[config.mk]
export PLATFORM = sky130hd
export DESIGN_NAME = dmac_hash_filter
export DESIGN_NICKNAME = d
export VERILOG_FILES = /design/src/rtl/hashflt_pkg.sv /design/src/rtl/crc_byte_engine.sv /design/src/rtl/hash_bit_table.sv /design/src/rtl/dmac_hash_filter.sv
export SDC_FILE = /design/constraint.sdc
export NUM_CORES = 2
export LEC_CHECK = 0
export CORE_ASPECT_RATIO = 1.1
export CORE_MARGIN = 5
export CORE_UTILIZATION = 55
export CTS_CLUSTER_DIAMETER = 100
export DETAILED_ROUTE_END_ITERATION = 6
export DONT_BUFFER_PORTS = 1
export PLACE_DENSITY = 0.7
export SYNTH_ARGS = -nofsm -noshare
export SYNTH_HDL_FRONTEND = slang
export SYNTH_SLANG_ARGS = --single-unit
[constraint.sdc]
create_clock -name clk -period 3.5 [get_ports clk]
set_input_delay 0.35 -clock clk [delete_from_list [all_inputs] [get_ports clk]]
set_output_delay 0.35 -clock clk [all_outputs]
set_load 0.01 [all_outputs]
[src/rtl/hashflt_pkg.sv]
package hashflt_pkg;
  localparam int WORD_W     = 32;
  localparam int CRC_W      = 32;
  localparam logic [CRC_W-1:0] CRC_POLY_REFL = 32'hEDB88320;

  // One byte of reflected CRC, LSB of the byte first.
  function automatic logic [CRC_W-1:0] crc_byte_upd(input logic [CRC_W-1:0] c,
                                                    input logic [7:0] b);
    logic [CRC_W-1:0] r;
    r = c;
    for (int i = 0; i < 8; i++) begin
      if (r[0] ^ b[i]) r = (r >> 1) ^ CRC_POLY_REFL;
      else             r = r >> 1;
    end
    return r;
  endfunction
endpackage

[src/rtl/crc_byte_engine.sv]
module crc_byte_engine
  import hashflt_pkg::*;
(
  input  logic             clk,
  input  logic             rst,
  input  logic             load,
  input  logic             step,
  input  logic [7:0]       din,
  output logic [CRC_W-1:0] crc_q
);
  logic [CRC_W-1:0] base;

  always_comb base = load ? '1 : crc_q;

  always_ff @(posedge clk) begin
    if (rst)               crc_q <= '1;
    else if (load || step) crc_q <= crc_byte_upd(base, din);
  end

  // a fresh load always starts from the all-ones seed
  a_r2_load_seed: assert property (@(posedge clk) disable iff (rst)
    load |=> crc_q == crc_byte_upd('1, $past(din)));
endmodule

[src/rtl/hash_bit_table.sv]
module hash_bit_table #(
  parameter int NWORDS = 16,
  parameter int WORD_W = 32,
  localparam int AW    = $clog2(NWORDS),
  localparam int NBITS = NWORDS * WORD_W,
  localparam int IW    = $clog2(NBITS)
) (
  input  logic              clk,
  input  logic              rst,
  input  logic              we,
  input  logic [AW-1:0]     waddr,
  input  logic [WORD_W-1:0] wdata,
  input  logic              snap_en,
  input  logic [IW-1:0]     rd_idx,
  output logic              rd_bit
);
  logic [NBITS-1:0] live;
  logic [NBITS-1:0] snap;

  for (genvar w = 0; w < NWORDS; w++) begin : g_word
    always_ff @(posedge clk) begin
      if (rst) begin
        live[w*WORD_W +: WORD_W] <= '0;
        snap[w*WORD_W +: WORD_W] <= '0;
      end else begin
        if (we && waddr == AW'(w)) live[w*WORD_W +: WORD_W] <= wdata;
        if (snap_en)               snap[w*WORD_W +: WORD_W] <= live[w*WORD_W +: WORD_W];
      end
    end
  end

  always_comb rd_bit = snap[rd_idx];

  // the lookup copy only moves when a new lookup starts
  a_r10_snap_frozen: assert property (@(posedge clk) disable iff (rst)
    !snap_en |=> $stable(snap));
endmodule

[src/rtl/dmac_hash_filter.sv]
module dmac_hash_filter
  import hashflt_pkg::*;
#(
  parameter int ADDR_BYTES = 6,
  parameter int TBL_WORDS  = 16,
  localparam int ADDR_W    = ADDR_BYTES * 8,
  localparam int WA_W      = $clog2(TBL_WORDS),
  localparam int IDX_W     = $clog2(TBL_WORDS * WORD_W),
  localparam int CNT_W     = $clog2(ADDR_BYTES + 1),
  localparam int LAST      = ADDR_BYTES - 1
) (
  input  logic              clk,
  input  logic              rst,
  input  logic              addr_valid,
  input  logic [ADDR_W-1:0] addr,
  input  logic              ext_mode,
  input  logic              tbl_we,
  input  logic [WA_W-1:0]   tbl_waddr,
  input  logic [WORD_W-1:0] tbl_wdata,
  output logic              accept,
  output logic              done
);
  logic              busy, ext_q, grp_q, start, step, fin, tbl_bit;
  logic [CNT_W-1:0]  cnt;
  logic [ADDR_W-1:0] sh;
  logic [7:0]        crc_in;
  logic [CRC_W-1:0]  crc_q, crc_fin;
  logic [IDX_W-1:0]  idx;

  always_comb begin
    start  = addr_valid && !busy;
    step   = busy && cnt != CNT_W'(LAST);
    fin    = busy && cnt == CNT_W'(LAST);
    crc_in = start ? addr[ADDR_W-1 -: 8] : sh[ADDR_W-1 -: 8];
  end

  always_ff @(posedge clk) begin
    if (rst) begin
      busy <= 1'b0; cnt <= '0; sh <= '0; ext_q <= 1'b0; grp_q <= 1'b0;
    end else if (start) begin
      busy  <= 1'b1;
      cnt   <= '0;
      sh    <= addr << 8;
      ext_q <= ext_mode;
      grp_q <= addr[ADDR_W-8];
    end else if (step) begin
      cnt <= cnt + 1'b1;
      sh  <= sh << 8;
    end else if (fin) begin
      busy <= 1'b0;
    end
  end

  crc_byte_engine u_crc (
    .clk(clk), .rst(rst), .load(start), .step(step), .din(crc_in), .crc_q(crc_q)
  );

  always_comb begin
    crc_fin = ~crc_q;
    if (ext_q) idx = crc_fin[CRC_W-1 -: IDX_W];
    else       idx = {grp_q, crc_fin[CRC_W-1 -: IDX_W-1]};
  end

  hash_bit_table #(.NWORDS(TBL_WORDS), .WORD_W(WORD_W)) u_tbl (
    .clk(clk), .rst(rst), .we(tbl_we), .waddr(tbl_waddr), .wdata(tbl_wdata),
    .snap_en(start), .rd_idx(idx), .rd_bit(tbl_bit)
  );

  always_ff @(posedge clk) begin
    if (rst) begin
      done <= 1'b0; accept <= 1'b0;
    end else begin
      done   <= fin;
      accept <= fin && tbl_bit && !(ext_q && !grp_q);
    end
  end

  // done is a single-cycle strobe
  a_r8_done_pulse: assert property (@(posedge clk) disable iff (rst)
    done |=> !done);
  // accept only with done
  a_r8_accept_gated: assert property (@(posedge clk) disable iff (rst)
    !done |-> !accept);
  // merged mode never accepts an individual address
  a_r7_ext_ind_reject: assert property (@(posedge clk) disable iff (rst)
    done && ext_q && !grp_q |-> !accept);
  // a request during a lookup leaves the captured context alone
  a_r9_busy_ignore: assert property (@(posedge clk) disable iff (rst)
    busy && addr_valid |=> $stable(ext_q) && $stable(grp_q));
endmodule

==> reports/results.txt <==
cell taking the most area after synthesis: dfxtp_1
first-pass GRT wire length: 248000 um
hold path cells: 5
Clock Latency Late Sink: 680 ps
layout cell share with drive strength beyond 1: 6.56%
Crit. path cell count: 11
#FFs+latches synth: 1104
Post-Syn Nets: 5861
Slowest Stage Delay on Critical Path: 740 ps
Final ANT Viol Nets: 0
status: complete, but fails checks
Max Slew Vio Count: 171
Die ar.: 85300 sq um
Main synth FF type: dfxtp_1
crit path cell chain: nand2_2 > buf_4 > o21a_4 > buf_4 > o221ai_1 > a31oi_1 > o41ai_1 > a41oi_1 > a2111o_1 > o211ai_1 > a21boi_1
RSZ-0062 raised after global routing: false
H-tree Lvls: 3
pin count of the biggest net entering global routing: 904
clock sinks: 1104
# DRC: 0
I/O Pins: 91
Worst Hold Class: in2reg
1st-iter DRT viols: 5724
Max Clk Rate: 291 MHz
Clock transition at path regs: 70 ps
detailed placement HPWL: 78000 um
DRT Wirelength: 161000 um
Fill cells: 5651
worst vdd ir: 0.525 mV
Die X: 279 um
CTS Buf Count: 111
grt ovf: 0
max-cap violations: 0
Layout Nets: 6533
crit path kind: reg2reg
cells after synthesis: 5770
DP Cell Count: 6402
WL/cell: 21.3 um
Period minus WS final: 3430 ps
CTS tree: built
Layout area overhead: 32.8%
Data arrival, critical path: 3990 ps
Worst Tran Pin Value: 1860 ps
final setup fails: 0
Critical Path End Type: flip-flop
DR vias: 45158
post-place instance area: 44200 sq um
Slowest cell on crit path: o41ai_1
Avg Synthesized Cell Area: 7.58 sq um
Clock Tree Root: clkbuf_16
share of the yosys chip area belonging to registers: 50.5%
CP max FO: 23
Hold Vio Cnt, Final: 0
fin crit share: 98.1%
synth warn: 0
Cell variety after synth: 55
Vias/cell: 5.96
GRT Overall Usage: 36.1%
Clock Skew: 29.5 ps
number of cells on the worst reg-to-reg path: 11
max_slew headroom: -24.2%
die span in y: 306 um
Top delay family on crit path: compound AO/OA/AOI/OAI gates
fin area: 58100 sq um
FP Rows: 108
crit path buf inv count: 2
crit start category: flip-flop
Max Buffers Root-to-Sink: 3
fin cells: 7582
Worst EP required: 4050 ps
P per Cell Area: 540 nW/um^2
CP most frequent cell: buf_4
antenna violations before repair: 9
Post-synth EDFFs: 0
Leakage: 21.8 nW
IO buf count: 0
Core Box Area: 78900 sq um
top cells by area, synth: dfxtp_1 (51%), nand2_1 (20%), a21oi_1 (13%)
Starting Density: 55.4%
failing checks: max-slew violations
synthesized area: 43700 sq um
FFs w/ async S/R, synth: 0%
routability cong.: 0.885
TritonRoute pass-1 iters: 6
vias in the first global route: 44187
Synth top area share: 50.5%
[state kept, by name, indices dropped and copies added, names as in the netlist]
register / count
accept: 1
busy: 1
cnt: 3
done: 1
ext_q: 1
grp_q: 1
sh: 40
u_crc.crc_q: 32
u_tbl.live: 512
u_tbl.snap: 512
[layout make-up]
class | count | area, sq um | area share (%)
Antenna cell | 2 | 5.00 | 0.00861
Clock buffer | 160 | 3300 | 5.67
Clock inverter | 46 | 542 | 0.932
Inverter | 8 | 30.0 | 0.0517
Multi-Input combinational cell | 4136 | 19800 | 34.1
Sequential cell | 1104 | 22100 | 38.0
Tap cell | 1045 | 1310 | 2.25
Timing Repair Buffer | 1081 | 11000 | 19.0
[worst reg2reg max path, cell delays in order (launching register included)]
cell	delay, ps
dfxtp_1	450
nand2_2	130
buf_4	200
o21a_4	330
buf_4	220
o221ai_1	200
a31oi_1	70
o41ai_1	740
a41oi_1	390
a2111o_1	390
o211ai_1	100
a21boi_1	80
[metal layers]
layer	up-vias	wire, um	share of wire [%]	GRT usage, %
li1	20532	-	-	-
met1	21475	60000	37	44.8
met2	2457	72700	45	57.3
met5	-	34	0.021	0
met3	690	16900	10	8.24
met4	4	11800	7.3	22.2
[synth_stat cells (18+ instances only)]
cell      instances
nand2_1        2306
dfxtp_1        1104
a21oi_1        1102
clkbuf_1        481
o221ai_1        104
nor2_1           86
a31oi_1          67
o22ai_1          54
mux2_2           50
xnor2_1          49
a311oi_1         32
mux2i_1          31
a211oi_1         26
and2_1           26
nor4_1           26
o41ai_1          26
xor2_1           26
buf_1            21
buf_2            18
o21ai_0          18
[cells by family (layout without fill, tap and decap cells)]
| family | count (synthesis) | count (layout) | share of synthesized area (%) |
|---|---|---|---|
| simple gates | 2499 | 2499 | 22.0 |
| compound gates | 1476 | 1476 | 19.1 |
| flops | 1104 | 1104 | 50.5 |
| buf+inv | 530 | 1295 | 4.63 |
| mux | 81 | 81 | 2.00 |
| xor+xnor | 78 | 78 | 1.66 |
| fa+ha+maj | 2 | 2 | 0.0572 |
| other cells | 0 | 2 | 0 |
[timing repair]
item | in CTS | in global routing
resized for setup | 0 | 3
pin swaps | 1 | 0
setup endpoints to repair | 1 | 2
hold endpoints to repair | 1084 | 0
setup buffers | 3 | 0
hold buffers | 969 | 0
[worst paths after layout]
| kind | from | slack, ps | endpoint |
|---|---|---|---|
| hold reg to reg | u_tbl.live[69]$_SDFFE_PP0P_ | 440 | u_tbl.snap[69]$_SDFFE_PP0P_ |
| setup reg to reg | ext_q$_SDFFE_PP0P_ | 70 | accept$_SDFF_PP0_ |
| setup / recovery | ext_q$_SDFFE_PP0P_ | 70 | accept$_SDFF_PP0_ |
| hold / removal | addr[45] | 110 | u_crc.crc_q[13]$_SDFFE_PP1P_ |
[power by group]
part | switching [mW] | internal, mW
Sequential | 0.264 | 12.8
Clock | 5.23 | 7.28
Combinational | 3.70 | 2.09
Total | 9.20 | 22.2
[stage by stage]
step	power [mW]	TNS [ps]	hold WS (ps)	utilization [%]	worst slack, ps
2_1_floorplan	16.8	0	432	-	817
3_3_place_gp	18.2	-56.2	435	56.0	-56.2
3_5_place_dp	18.3	-39.9	440	56.0	-39.9
4_1_cts	31.1	0	87.4	73.6	145
5_1_grt	32.2	0	181	73.6	2.60
6_report	31.4	0	113	73.6	65.8
[placed cells by master (no fill, tap or decap), types with 4 or more instances in the layout]
cell           Yosys  routed
buf_12             0      43
nor3_2             0       4
nor3b_1            4       4
dlygate4sd3_1      0     937
mux2_2            50      50
nand3_1           14      14
a211o_1            4       4
bufinv_16          0      10
nor2_2             0      12
o21a_1             8       6
xnor2_1           49      49
nor2_1            86      72
mux2i_1           31      31
buf_4              0      99
o21ai_0           18      18
nor2b_1            6       4
o211ai_1          13      13
nor4_1            26      26
dfxtp_1         1104    1102
a31oi_1           67      67
a211oi_1          26      26
o221ai_1         104     104
inv_1              7       7
or2_2              7       6
clkbuf_1         481      19
o22ai_1           54      52
o41ai_1           26      24
a311oi_1          32      32
clkbuf_8           0      27
clkinvlp_4         0       7
inv_6              0       4
nand2_1         2306    2304
clkinv_2           0      20
nand2b_1           8       7
and2_1            26      26
a21oi_1         1102    1102
clkbuf_16          0     114
xor2_1            26      26
No activity file was read; power rests on OpenSTA's default activity.
